--- src/rtl/tmr_pkg.sv ---
package tmr_pkg;
    localparam int ADDR_W = 3;
    localparam int PRE_W  = 4;

    localparam logic [ADDR_W-1:0] A_MODE  = 3'd0;
    localparam logic [ADDR_W-1:0] A_COUNT = 3'd1;
    localparam logic [ADDR_W-1:0] A_RELD  = 3'd2;
    localparam logic [ADDR_W-1:0] A_WDCTL = 3'd3;
    localparam logic [ADDR_W-1:0] A_WDSET = 3'd4;

    localparam int EN_BIT  = 0;
    localparam int PRI_BIT = 3;
    localparam int SEL_LO  = 4;

    typedef enum logic [1:0] {
        SEL_DIV1  = 2'b00,
        SEL_DIV4  = 2'b01,
        SEL_DIV8  = 2'b10,
        SEL_DIV16 = 2'b11
    } sel_e;

    typedef enum logic {
        PS_BYPASS = 1'b0,
        PS_DIVIDE = 1'b1
    } ps_state_e;

    function automatic logic [PRE_W-1:0] sel_mask(sel_e s);
        case (s)
            SEL_DIV4:  sel_mask = PRE_W'(3);
            SEL_DIV8:  sel_mask = PRE_W'(7);
            SEL_DIV16: sel_mask = PRE_W'(15);
            default:   sel_mask = '0;
        endcase
    endfunction
endpackage

--- src/rtl/tmr_regfile.sv ---
module tmr_regfile
    import tmr_pkg::*;
#(
    parameter int DATA_W = 16
) (
    input  logic              clk,
    input  logic              rst_n,
    input  logic              sw_rst_i,
    input  logic              bus_wr_i,
    input  logic              bus_priv_i,
    input  logic [ADDR_W-1:0] bus_addr_i,
    input  logic [DATA_W-1:0] bus_wdata_i,
    output logic [DATA_W-1:0] bus_rdata_o,
    input  logic [DATA_W-1:0] cnt_val_i,
    output logic              cnt_ld_o,
    output logic              en_o,
    output sel_e              sel_q_o,
    output sel_e              sel_d_o,
    output logic [DATA_W-1:0] reload_o
);
    logic              en_q, en_d, pri_q, pri_d;
    sel_e              sel_q, sel_d;
    logic [DATA_W-1:0] reload_q, wdctl_q, wdset_q;
    logic              wr_ok;
    logic [DATA_W-1:0] mode_rd;

    // Write gate: user accesses are dropped while protection is set.
    assign wr_ok = bus_wr_i && (bus_priv_i || !pri_q);

    always_comb begin
        en_d  = en_q;
        pri_d = pri_q;
        sel_d = sel_q;
        if (sw_rst_i) begin
            en_d  = 1'b0;
            pri_d = 1'b0;
            sel_d = SEL_DIV1;
        end else if (wr_ok && bus_addr_i == A_MODE) begin
            en_d  = bus_wdata_i[EN_BIT];
            pri_d = bus_wdata_i[PRI_BIT];
            sel_d = sel_e'(bus_wdata_i[SEL_LO+1:SEL_LO]);
        end
    end

    always_ff @(posedge clk or negedge rst_n) begin
        if (!rst_n) begin
            en_q     <= 1'b0;
            pri_q    <= 1'b0;
            sel_q    <= SEL_DIV1;
            reload_q <= '0;
            wdctl_q  <= '0;
            wdset_q  <= '0;
        end else begin
            en_q  <= en_d;
            pri_q <= pri_d;
            sel_q <= sel_d;
            if (wr_ok && bus_addr_i == A_RELD)  reload_q <= bus_wdata_i;
            if (wr_ok && bus_addr_i == A_WDCTL) wdctl_q  <= bus_wdata_i;
            if (wr_ok && bus_addr_i == A_WDSET) wdset_q  <= bus_wdata_i;
        end
    end

    always_comb begin
        mode_rd                      = '0;
        mode_rd[EN_BIT]              = en_q;
        mode_rd[PRI_BIT]             = pri_q;
        mode_rd[SEL_LO+1:SEL_LO]     = sel_q;
        case (bus_addr_i)
            A_MODE:  bus_rdata_o = mode_rd;
            A_COUNT: bus_rdata_o = cnt_val_i;
            A_RELD:  bus_rdata_o = reload_q;
            A_WDCTL: bus_rdata_o = wdctl_q;
            A_WDSET: bus_rdata_o = wdset_q;
            default: bus_rdata_o = '0;
        endcase
    end

    assign cnt_ld_o = wr_ok && bus_addr_i == A_COUNT;
    assign en_o     = en_q;
    assign sel_q_o  = sel_q;
    assign sel_d_o  = sel_d;
    assign reload_o = reload_q;

    // a user write under protection leaves the reload register alone
    p_user_drop_r6: assert property (@(posedge clk) disable iff (!rst_n)
        (bus_wr_i && !bus_priv_i && pri_q && bus_addr_i == A_RELD) |=> $stable(reload_q));
    // a privileged write always lands
    p_priv_take_r7: assert property (@(posedge clk) disable iff (!rst_n)
        (bus_wr_i && bus_priv_i && bus_addr_i == A_RELD) |=> reload_q == $past(bus_wdata_i));
    // watchdog control obeys the same protection bit
    p_wd_guard_r10: assert property (@(posedge clk) disable iff (!rst_n)
        (bus_wr_i && !bus_priv_i && pri_q && bus_addr_i == A_WDCTL) |=> $stable(wdctl_q));
    // software reset clears protection and rate select
    p_swrst_clear_r11: assert property (@(posedge clk) disable iff (!rst_n)
        sw_rst_i |=> (!pri_q && sel_q == SEL_DIV1 && !en_q));
endmodule

--- src/rtl/tmr_prescaler.sv ---
module tmr_prescaler
    import tmr_pkg::*;
(
    input  logic clk,
    input  logic rst_n,
    input  sel_e sel_q_i,
    input  sel_e sel_d_i,
    output logic tick_o
);
    ps_state_e         state_q, state_d;
    logic [PRE_W-1:0]  phase_q;
    logic              restart;

    assign restart = (sel_d_i != sel_q_i);

    // Next state tracks the select value the register is about to hold.
    always_comb begin
        unique case (sel_d_i)
            SEL_DIV1: state_d = PS_BYPASS;
            default:  state_d = PS_DIVIDE;
        endcase
    end

    always_ff @(posedge clk or negedge rst_n) begin
        if (!rst_n) begin
            state_q <= PS_BYPASS;
            phase_q <= '0;
        end else begin
            state_q <= state_d;
            phase_q <= restart ? PRE_W'(1) : phase_q + PRE_W'(1);
        end
    end

    always_comb begin
        unique case (state_q)
            PS_BYPASS: tick_o = 1'b1;
            PS_DIVIDE: tick_o = ((phase_q & sel_mask(sel_q_i)) == '0);
            default:   tick_o = 1'b1;
        endcase
    end

    // a restart into a divided rate never ticks on the next cycle
    p_restart_quiet_r4: assert property (@(posedge clk) disable iff (!rst_n)
        (restart && sel_d_i != SEL_DIV1) |=> !tick_o);
    // in divided mode two ticks are never adjacent
    p_tick_gap_r5: assert property (@(posedge clk) disable iff (!rst_n)
        (state_q == PS_DIVIDE && tick_o && !restart) |=> !tick_o);
endmodule

--- src/rtl/tmr_counter.sv ---
module tmr_counter #(
    parameter int DATA_W = 16
) (
    input  logic              clk,
    input  logic              rst_n,
    input  logic              ld_i,
    input  logic [DATA_W-1:0] ld_data_i,
    input  logic              en_i,
    input  logic              tick_i,
    input  logic [DATA_W-1:0] reload_i,
    output logic [DATA_W-1:0] cnt_o
);
    logic [DATA_W-1:0] cnt_q;

    always_ff @(posedge clk or negedge rst_n) begin
        if (!rst_n)                cnt_q <= '0;
        else if (ld_i)             cnt_q <= ld_data_i;
        else if (en_i && tick_i)   cnt_q <= (cnt_q == '0) ? reload_i : cnt_q - DATA_W'(1);
    end

    assign cnt_o = cnt_q;

    // an enabled tick steps a non-zero count down by one
    p_count_step_r12: assert property (@(posedge clk) disable iff (!rst_n)
        (en_i && tick_i && !ld_i && cnt_q != '0) |=> cnt_q == $past(cnt_q) - DATA_W'(1));
endmodule

--- src/rtl/tmr_prescale_top.sv ---
module tmr_prescale_top
    import tmr_pkg::*;
#(
    parameter int DATA_W = 16
) (
    input  logic              clk,
    input  logic              rst_n,
    input  logic              sw_rst,
    input  logic              bus_wr,
    input  logic              bus_priv,
    input  logic [ADDR_W-1:0] bus_addr,
    input  logic [DATA_W-1:0] bus_wdata,
    output logic [DATA_W-1:0] bus_rdata,
    output logic              tmr_tick
);
    logic              cnt_ld, en;
    sel_e              sel_q, sel_d;
    logic [DATA_W-1:0] reload, cnt_val;

    tmr_regfile #(.DATA_W(DATA_W)) u_regs (
        .clk         (clk),
        .rst_n       (rst_n),
        .sw_rst_i    (sw_rst),
        .bus_wr_i    (bus_wr),
        .bus_priv_i  (bus_priv),
        .bus_addr_i  (bus_addr),
        .bus_wdata_i (bus_wdata),
        .bus_rdata_o (bus_rdata),
        .cnt_val_i   (cnt_val),
        .cnt_ld_o    (cnt_ld),
        .en_o        (en),
        .sel_q_o     (sel_q),
        .sel_d_o     (sel_d),
        .reload_o    (reload)
    );

    tmr_prescaler u_pre (
        .clk     (clk),
        .rst_n   (rst_n),
        .sel_q_i (sel_q),
        .sel_d_i (sel_d),
        .tick_o  (tmr_tick)
    );

    tmr_counter #(.DATA_W(DATA_W)) u_cnt (
        .clk       (clk),
        .rst_n     (rst_n),
        .ld_i      (cnt_ld),
        .ld_data_i (bus_wdata),
        .en_i      (en),
        .tick_i    (tmr_tick),
        .reload_i  (reload),
        .cnt_o     (cnt_val)
    );
endmodule

--- config.mk ---
export PLATFORM = sky130hd
export DESIGN_NAME = tmr_prescale_top
export DESIGN_NICKNAME = d
export VERILOG_FILES = /design/src/rtl/tmr_pkg.sv /design/src/rtl/tmr_regfile.sv /design/src/rtl/tmr_prescaler.sv /design/src/rtl/tmr_counter.sv /design/src/rtl/tmr_prescale_top.sv
export SDC_FILE = /design/constraint.sdc
export NUM_CORES = 1
export LEC_CHECK = 0
export ABC_AREA = 0
export BUFFER_PORTS_ARGS = -buffer_cell sky130_fd_sc_hd__buf_2
export CORE_MARGIN = 2
export CORE_UTILIZATION = 35
export CTS_BUF_LIST = sky130_fd_sc_hd__clkbuf_8
export CTS_CLUSTER_DIAMETER = 50
export DETAILED_ROUTE_END_ITERATION = 8
export PLACE_DENSITY_LB_ADDON = 0.15
export SLEW_MARGIN = 40
export SYNTH_ARGS = -nofsm -noshare
export SYNTH_HDL_FRONTEND = slang
export SYNTH_HIERARCHICAL = 1
export SYNTH_SLANG_ARGS = --single-unit
--- constraint.sdc ---
create_clock -name clk -period 2.2 [get_ports clk]
set_clock_uncertainty 0.2 [all_clocks]
set_input_delay 0.44 -clock clk [delete_from_list [all_inputs] [get_ports clk]]
set_output_delay 0.44 -clock clk [all_outputs]
set_load 0.02 [all_outputs]
==> results.py, run 1 <==
metrics = {
    "outcome": {
        "status": "finished, violations left",
        "violations": "DRC",
    },
    "finish": {
        "drive_gt1_share_pct": 43.0,
        "final_nets": 494,
        "utilization_pct": 46.0,
        "stdcell_count": 615,
        "fin_area_mm2": 0.00529,
        "insertedDiodeCount": 0,
        "syn_to_final_growth_pct": 27.0,
    },
    "synthesis": {
        "synth.distinct_cells": 63,
        "synth_ff_type": "dfrtp_1",
        "yosys_register_bits": 73,
        "synth_edf_count": 0,
        "syn_area_mm2": 0.00417,
        "async_flop_share_pct": 100,
        "synth.most_common_cell": "dfrtp_1",
        "yosysSeqAreaShare_pct": 43.8,
        "synthTopCellsByCount": "dfrtp_1, mux2_2, mux2i_1",
        "yosys.area.top_type_share_pct": 43.8,
        "syn_nets": 401,
        "syn_area_per_cell_um2": 11.1,
        "syn_inst": 374,
        "synth_area_leaders": "dfrtp_1, mux2_2, mux2i_1",
        "yosysTopAreaCell": "dfrtp_1",
        "yosys_warnings": 6,
    },
    "floorplan": {
        "dieArea_mm2": 0.0128,
        "io_pins": 41,
        "die_height_um": 113,
        "die_w_um": 113,
        "fp.coreArea_mm2": 0.0115,
        "rows": 39,
        "start_util_pct": 36.2,
    },
    "critical_path": {
        "regToRegSetupSlack_ns": 0.07,
        "cp_slowest_cell": "mux2_2",
        "reg2reg_depth": 4,
        "endpoint": "bus_rdata[4]",
        "crit_required_ns": 1.56,
        "critPathMaxFanout": 7,
        "reg2reg_from": "u_cnt/cnt_o[9]",
        "arrival_ns": 1.50,
        "crit_path_start_kind": "input port",
        "end_kind": "primary output",
        "crit_start": "bus_addr[0]",
        "crit_type": "input port to primary output",
        "rr_endpoint": "u_cnt/cnt_o[10]",
        "critPathMaxStageDelay_ns": 0.35,
        "worstPathCellList": "buf_4 -> buf_6 -> mux2_2 -> a21oi_2 -> o22ai_1 -> buf_2",
    },
    "clocking": {
        "cts_root_buf": "clkbuf_8",
        "clock-sinks": 73,
        "clockBufferDepth": 2,
        "clk_pin_slew_worst_paths_ns": 0.07,
        "cts_tree": "yes",
        "htree_levels": 3,
        "cts_buffers": 9,
        "clock_latency_ns": 0.36,
    },
    "timing": {
        "slew_headroom_pct": 69.6,
        "setup_ws_ns": 0.0630,
        "worst_pin_slew_ns": 0.456,
        "fmax_ghz": 0.468,
        "drv_slew": 0,
        "period_minus_slack_ns": 2.14,
        "finalSetupViolCount": 0,
        "finalHoldViolCount": 0,
        "whs_ns": 0.143,
        "finalSetupTns_ns": 0,
        "finalCritPeriodShare_pct": 97.1,
    },
    "detailed_routing": {
        "route.detailed.drc": 2,
        "vias": 3382,
        "wl_per_cell_um": 19.3,
        "dr.first_iter.drc_count": 133,
        "wl_mm": 11.8,
        "drt-pass1-iter-count": 6,
        "vias_per_cell": 5.50,
        "route.antenna.remaining_nets": 0,
    },
    "pwr": {
        "vdd_drop_max_uv": 432,
        "power_mw": 4.15,
        "p_leak_nw": 2.31,
        "powerDensity_mw_per_mm2": 784,
    },
    "placed_design": {
        "placed_area_mm2": 0.00502,
        "dp_hpwl_mm": 8.59,
        "dp_cells": 594,
        "gp_congestion": 0.842,
        "numPortBuffers": 40,
        "post-place-ws_ns": -0.0204,
    },
    "global_route": {
        "overflow": 0,
        "grt_first_pass_wirelength_mm": 19.5,
        "grt_pass1_vias": 3539,
        "grt_max_degree": 74,
        "antenna_found_initial": 0,
        "grt_usage_pct": 19.8,
    },
    "job": {
        "maxCapViolCount": 0,
    },
    "min_path": {
        "hold_class": "input port to flip-flop",
    },
}
==> layer usage <==
metal	wire length (µm)	share of wire [%]	GRT usage (%)	vias up
li1	-	-	-	1618
met4	155	1.3	6.75	0
met2	5740	48	31.9	59
met5	0	0	0	-
met3	359	3.0	4.02	9
met1	5600	47	26.7	1696
==> logic make-up after synthesis <==
kind of cell | count (synthesis) | share of synthesized area [%]
AO/OA/AOI/OAI | 96 | 15.5
XOR/XNOR | 8 | 1.68
adder cells (fa/ha/maj) | 3 | 0.901
buffers and inverters | 30 | 3.84
flip-flops | 73 | 43.8
multiplexers | 73 | 20.0
AND/OR/NAND/NOR | 91 | 14.2
==> final cells by class <==
class / count / area [µm²]
well taps: 143 / 179
flip-flops and latches: 73 / 1830
multi-input cells: 271 / 2330
clock inverters: 7 / 31.3
clock buffers: 9 / 124
repair buffers: 108 / 787
fillers: 1106 / 6220
inverters: 4 / 15.0
==> critical path: cells and delay by family <==
kind	cells	cell delay, ns
buf+inv	3	0.47
mux	1	0.35
compound gates	2	0.23
==> report_power, final <==
group | leakage, nW | switching [mW] | internal (mW) | total, mW
Sequential | 0.884 | 0.221 | 1.64 | 1.86
Clock | 0.0963 | 0.495 | 0.389 | 0.884
Combinational | 1.33 | 0.674 | 0.732 | 1.41
Total | 2.31 | 1.39 | 2.76 | 4.15
==> timing repair <==
action	4_1_cts	5_1_grt
endpoints found under the hold margin	73	0
hold buffers	1	0
pin swaps	0	2
gates resized for setup	3	18
setup endpoints to repair	4	15
gates cloned	0	0
setup buffers	1	3
==> how the worst min path moves through the flow <==
stage                                 start                  to  depth (start not counted)
final                          bus_wdata[2]      u_cnt/cnt_o[2]                          3
after global routing           bus_wdata[2]  u_regs/reload_o[2]                          2
after CTS                      bus_wdata[2]      u_cnt/cnt_o[2]                          3
after detailed placement  u_regs/wdctl_q[3]   u_regs/wdctl_q[3]                          1
after global placement    u_regs/wdctl_q[3]   u_regs/wdctl_q[3]                          1
after floorplan                       rst_n      u_cnt/cnt_o[0]                          0
==> placed cells by master, fill, tap and decap left out, drive strengths merged, types with 4 or more instances in the layout <==
cell    Yosys  layout
xnor2       4       4
nor2        8       8
nor3       10      10
nand2b     11      11
nand4       5       5
mux2       52      52
inv         4       7
nor4        7       7
mux2i      21      21
nand2      14      14
clkbuf     14       9
xor2        4       4
nor3b       5       5
and3        8       8
a21oi      16      16
nand3       4       4
o22ai      17      17
dfrtp      73      73
buf        12     107
o21ai      15      15
o31ai       5       5
a22oi      18      18
clkinv      0       4
==> sequential cells by signal (all words and copies together) (netlist names) <==
| name | flops |
|---|---|
| u_regs/wdctl_q | 16 |
| u_cnt/cnt_o | 16 |
| u_regs/wdset_q | 16 |
| u_regs/en_o | 1 |
| u_pre/phase_q | 4 |
| u_regs/pri_q | 1 |
| u_regs/sel_q_o | 2 |
| u_regs/reload_o | 16 |
| u_pre/state_q | 1 |
No activity file was read; power rests on OpenSTA's default activity.
==> run 2, diff against run 1 <==
--- a/config.mk
+++ b/config.mk
@@ -16,5 +16,4 @@
 export SLEW_MARGIN = 40
 export SYNTH_ARGS = -nofsm -noshare
 export SYNTH_HDL_FRONTEND = slang
-export SYNTH_HIERARCHICAL = 1
 export SYNTH_SLANG_ARGS = --single-unit
==> run 2 against run 1 <==
Highest routed layer unchanged. The flow finishes with violations (setup timing). Register-to-register slack worse by 0.06 ns. Non-clock buffer count increased by 1. Worst setup slack worse by 0.11 ns. Synthesized cell count rose by 4.8%.
==> results.py, run 2 <==
metrics = {
    "pwr": {
        "power.switching_mw": 1.38,
        "p_leak_nw": 2.27,
        "powerDensity_mw_per_mm2": 821,
        "p_sw_share_pct": 32.1,
        "seqPwrFrac_pct": 44.6,
        "p_clk_share_pct": 25.6,
        "combPwrFrac_pct": 29.8,
        "intPower_mw": 2.92,
        "vdd_drop_max_uv": 318,
    },
    "floorplan": {
        "rows": 39,
        "io_pins": 41,
        "fp.coreArea_mm2": 0.0113,
        "start_util_pct": 35.5,
        "die_height_um": 111,
        "die_w_um": 111,
        "dieArea_mm2": 0.0124,
    },
    "synthesis": {
        "syn_nets": 419,
        "yosysTopAreaCell": "dfrtp_1",
        "synth.distinct_cells": 52,
        "synthTopCellsByCount": "dfrtp_1, mux2_2, nand2_1",
        "async_flop_share_pct": 100,
        "synth_ff_type": "dfrtp_1",
        "yosys_warnings": 0,
        "syn_inst": 392,
        "synth_area_leaders": "dfrtp_1, mux2_2, mux2i_1",
        "yosys.area.top_type_share_pct": 45.4,
        "syn_area_mm2": 0.00402,
        "synth.most_common_cell": "dfrtp_1",
        "yosysSeqAreaShare_pct": 45.4,
        "synth_edf_count": 0,
        "syn_area_per_cell_um2": 10.3,
        "yosys_register_bits": 73,
    },
    "finish": {
        "final_nets": 512,
        "stdcell_count": 633,
        "drive_gt1_share_pct": 42.4,
        "syn_to_final_growth_pct": 30.2,
        "insertedDiodeCount": 0,
        "most-common-layout-cells": "dfrtp_1, buf_4, mux2_2",
        "final_common_cell": "dfrtp_1",
    },
    "critical_path": {
        "critPathMaxStageDelay_ns": 0.48,
        "crit_required_ns": 1.56,
        "end_kind": "primary output",
        "critPathTopFamily": "multiplexers",
        "crit_type": "flip-flop to primary output",
        "cpMostUsedCell": "buf_6",
        "arrival_ns": 1.61,
        "crit_path_start_kind": "flip-flop",
        "critPathMaxFanout": 2,
        "cp_slowest_cell": "mux4_2",
        "worst-path-buf-inv": 3,
        "worstPathCellList": "buf_6 -> mux4_2 -> inv_2 -> o21ai_2 -> buf_6",
    },
    "detailed_routing": {
        "wl_mm": 11.2,
        "vias_per_cell": 5.31,
        "route.antenna.remaining_nets": 0,
        "vias": 3360,
        "wl_per_cell_um": 17.7,
        "dr.first_iter.drc_count": 123,
        "route.detailed.drc": 0,
        "drt-pass1-iter-count": 4,
    },
    "timing": {
        "rsz0062_at_grt": "true",
        "finalSetupViolCount": 1,
        "fmax_ghz": 0.445,
        "finalSetupTns_ns": -0.0462,
        "finalCritPeriodShare_pct": 102,
        "slew_headroom_pct": 68.7,
        "period_minus_slack_ns": 2.25,
        "drv_slew": 0,
        "finalHoldViolCount": 0,
        "worst_pin_slew_ns": 0.465,
        "setup_ws_ns": -0.0462,
    },
    "clocking": {
        "htree_levels": 3,
        "clock_latency_ns": 0.36,
        "clock-sinks": 73,
        "clockBufferDepth": 2,
        "cts_tree": "yes",
        "cts_buffers": 9,
        "clk_pin_slew_worst_paths_ns": 0.08,
        "cts_root_buf": "clkbuf_8",
    },
    "global_route": {
        "grt_first_pass_wirelength_mm": 17.8,
        "grt_max_degree": 31,
        "grt_usage_pct": 18.6,
        "antenna_found_initial": 0,
        "overflow": 0,
        "grt_pass1_vias": 3215,
    },
    "placed_design": {
        "numPortBuffers": 40,
        "dp_hpwl_mm": 8.12,
        "gp_congestion": 0.841,
        "dp_cells": 601,
    },
    "outcome": {
        "violations": "setup timing",
        "status": "finished, violations left",
    },
    "min_path": {
        "hold_class": "input port to flip-flop",
    },
    "job": {
        "maxCapViolCount": 0,
    },
}
-- run 2: changes by cell type in the layout (fill, tap and decap cells not counted), moves of 7 or more --
cell and change:
o21ai_1 +20, nand2b_1 -7, mux2_2 +18, mux2_4 -10, o22ai_2 -9, nor2_1 +11
nand2_1 +20, a22oi_1 -9
-- run 2: cells by family after synthesis --
kind of cell / share of synthesized area (%)
AOI/OAI and AO/OA: 16.4
and+or+nand+nor: 13.2
DFF: 45.4
muxes: 18.9
buffers and inverters: 4.10
xor gates and xnor gates: 1.09
adders and majority gates: 0.933
-- run 2: power by group through the flow --
stage	registers (mW)	logic, mW	clock network, mW
after detailed placement	1.93	1.11	0
final	1.92	1.28	1.10
after CTS	1.91	1.17	1.14
after floorplan	1.85	0.743	0
after global routing	1.96	1.41	1.20
after global placement	1.92	1.10	0
-- run 2: cell type report --
cell class | count | area [µm²]
Fill cell | 1083 | 6080
Multi-Input combinational cell | 279 | 2120
Sequential cell | 73 | 1830
Timing Repair Buffer | 109 | 853
Tap cell | 143 | 179
Clock buffer | 11 | 151
Clock inverter | 5 | 53.8
Inverter | 13 | 48.8
-- run 2: what timing repair did --
action	CTS	global route
setup endpoints to repair	6	17
setup buffers	5	10
endpoints found under the hold margin	28	0
hold buffers	1	0
gates resized for setup	8	28
pin swaps	1	5
-- run 2: metrics by stage --
step                area, µm²  hold WS [ns]  total power, mW  utilization, %  worst slack [ns]
finish                   5240         0.136             4.30            46.3           -0.0462
detailed placement       4800         0.203             3.05            42.4            0.0160
global route             5240         0.133             4.57            46.3            -0.111
global placement         4800         0.206             3.02            42.4            0.0369
CTS                      5080         0.121             4.22            44.9           -0.0631
floorplan                4030       -0.0556             2.59               -            0.0457
-- run 2: worst register-to-register path: stages, from the launching register on --
cell and delay, ns:
dfrtp_1 0.40, buf_4 0.16, or4_4 0.51, or4_4 0.43
o22a_1 0.19, o22ai_1 0.12, o21ai_1 0.08
-- run 2: per-layer routing --
layer	vias up	track usage [%]	routed length, µm
met5	-	0	0
li1	1622	-	-
met2	63	29.0	5380
met3	11	3.06	345
met4	0	6.75	170
met1	1664	26.1	5310
-- run 2: path summary, 6_finish.rpt --
| check | startpoint | to | slack, ns | depth (start not counted) |
|---|---|---|---|---|
| max in group asynchronous | rst_n | u_pre.phase_q[2] | 0.83 | 3 |
| min in group asynchronous | rst_n | u_regs.wdctl_q[12] | 0.36 | 2 |
| setup / recovery | u_cnt.cnt_o[3] | bus_rdata[3] | -0.05 | 5 |
| hold reg to reg | u_regs.wdctl_q[15] | u_regs.wdctl_q[15] | 0.31 | 1 |
| setup reg to reg | u_cnt.cnt_o[3] | u_cnt.cnt_o[7] | 0.01 | 6 |
| hold / removal | bus_wdata[13] | u_cnt.cnt_o[13] | 0.14 | 3 |
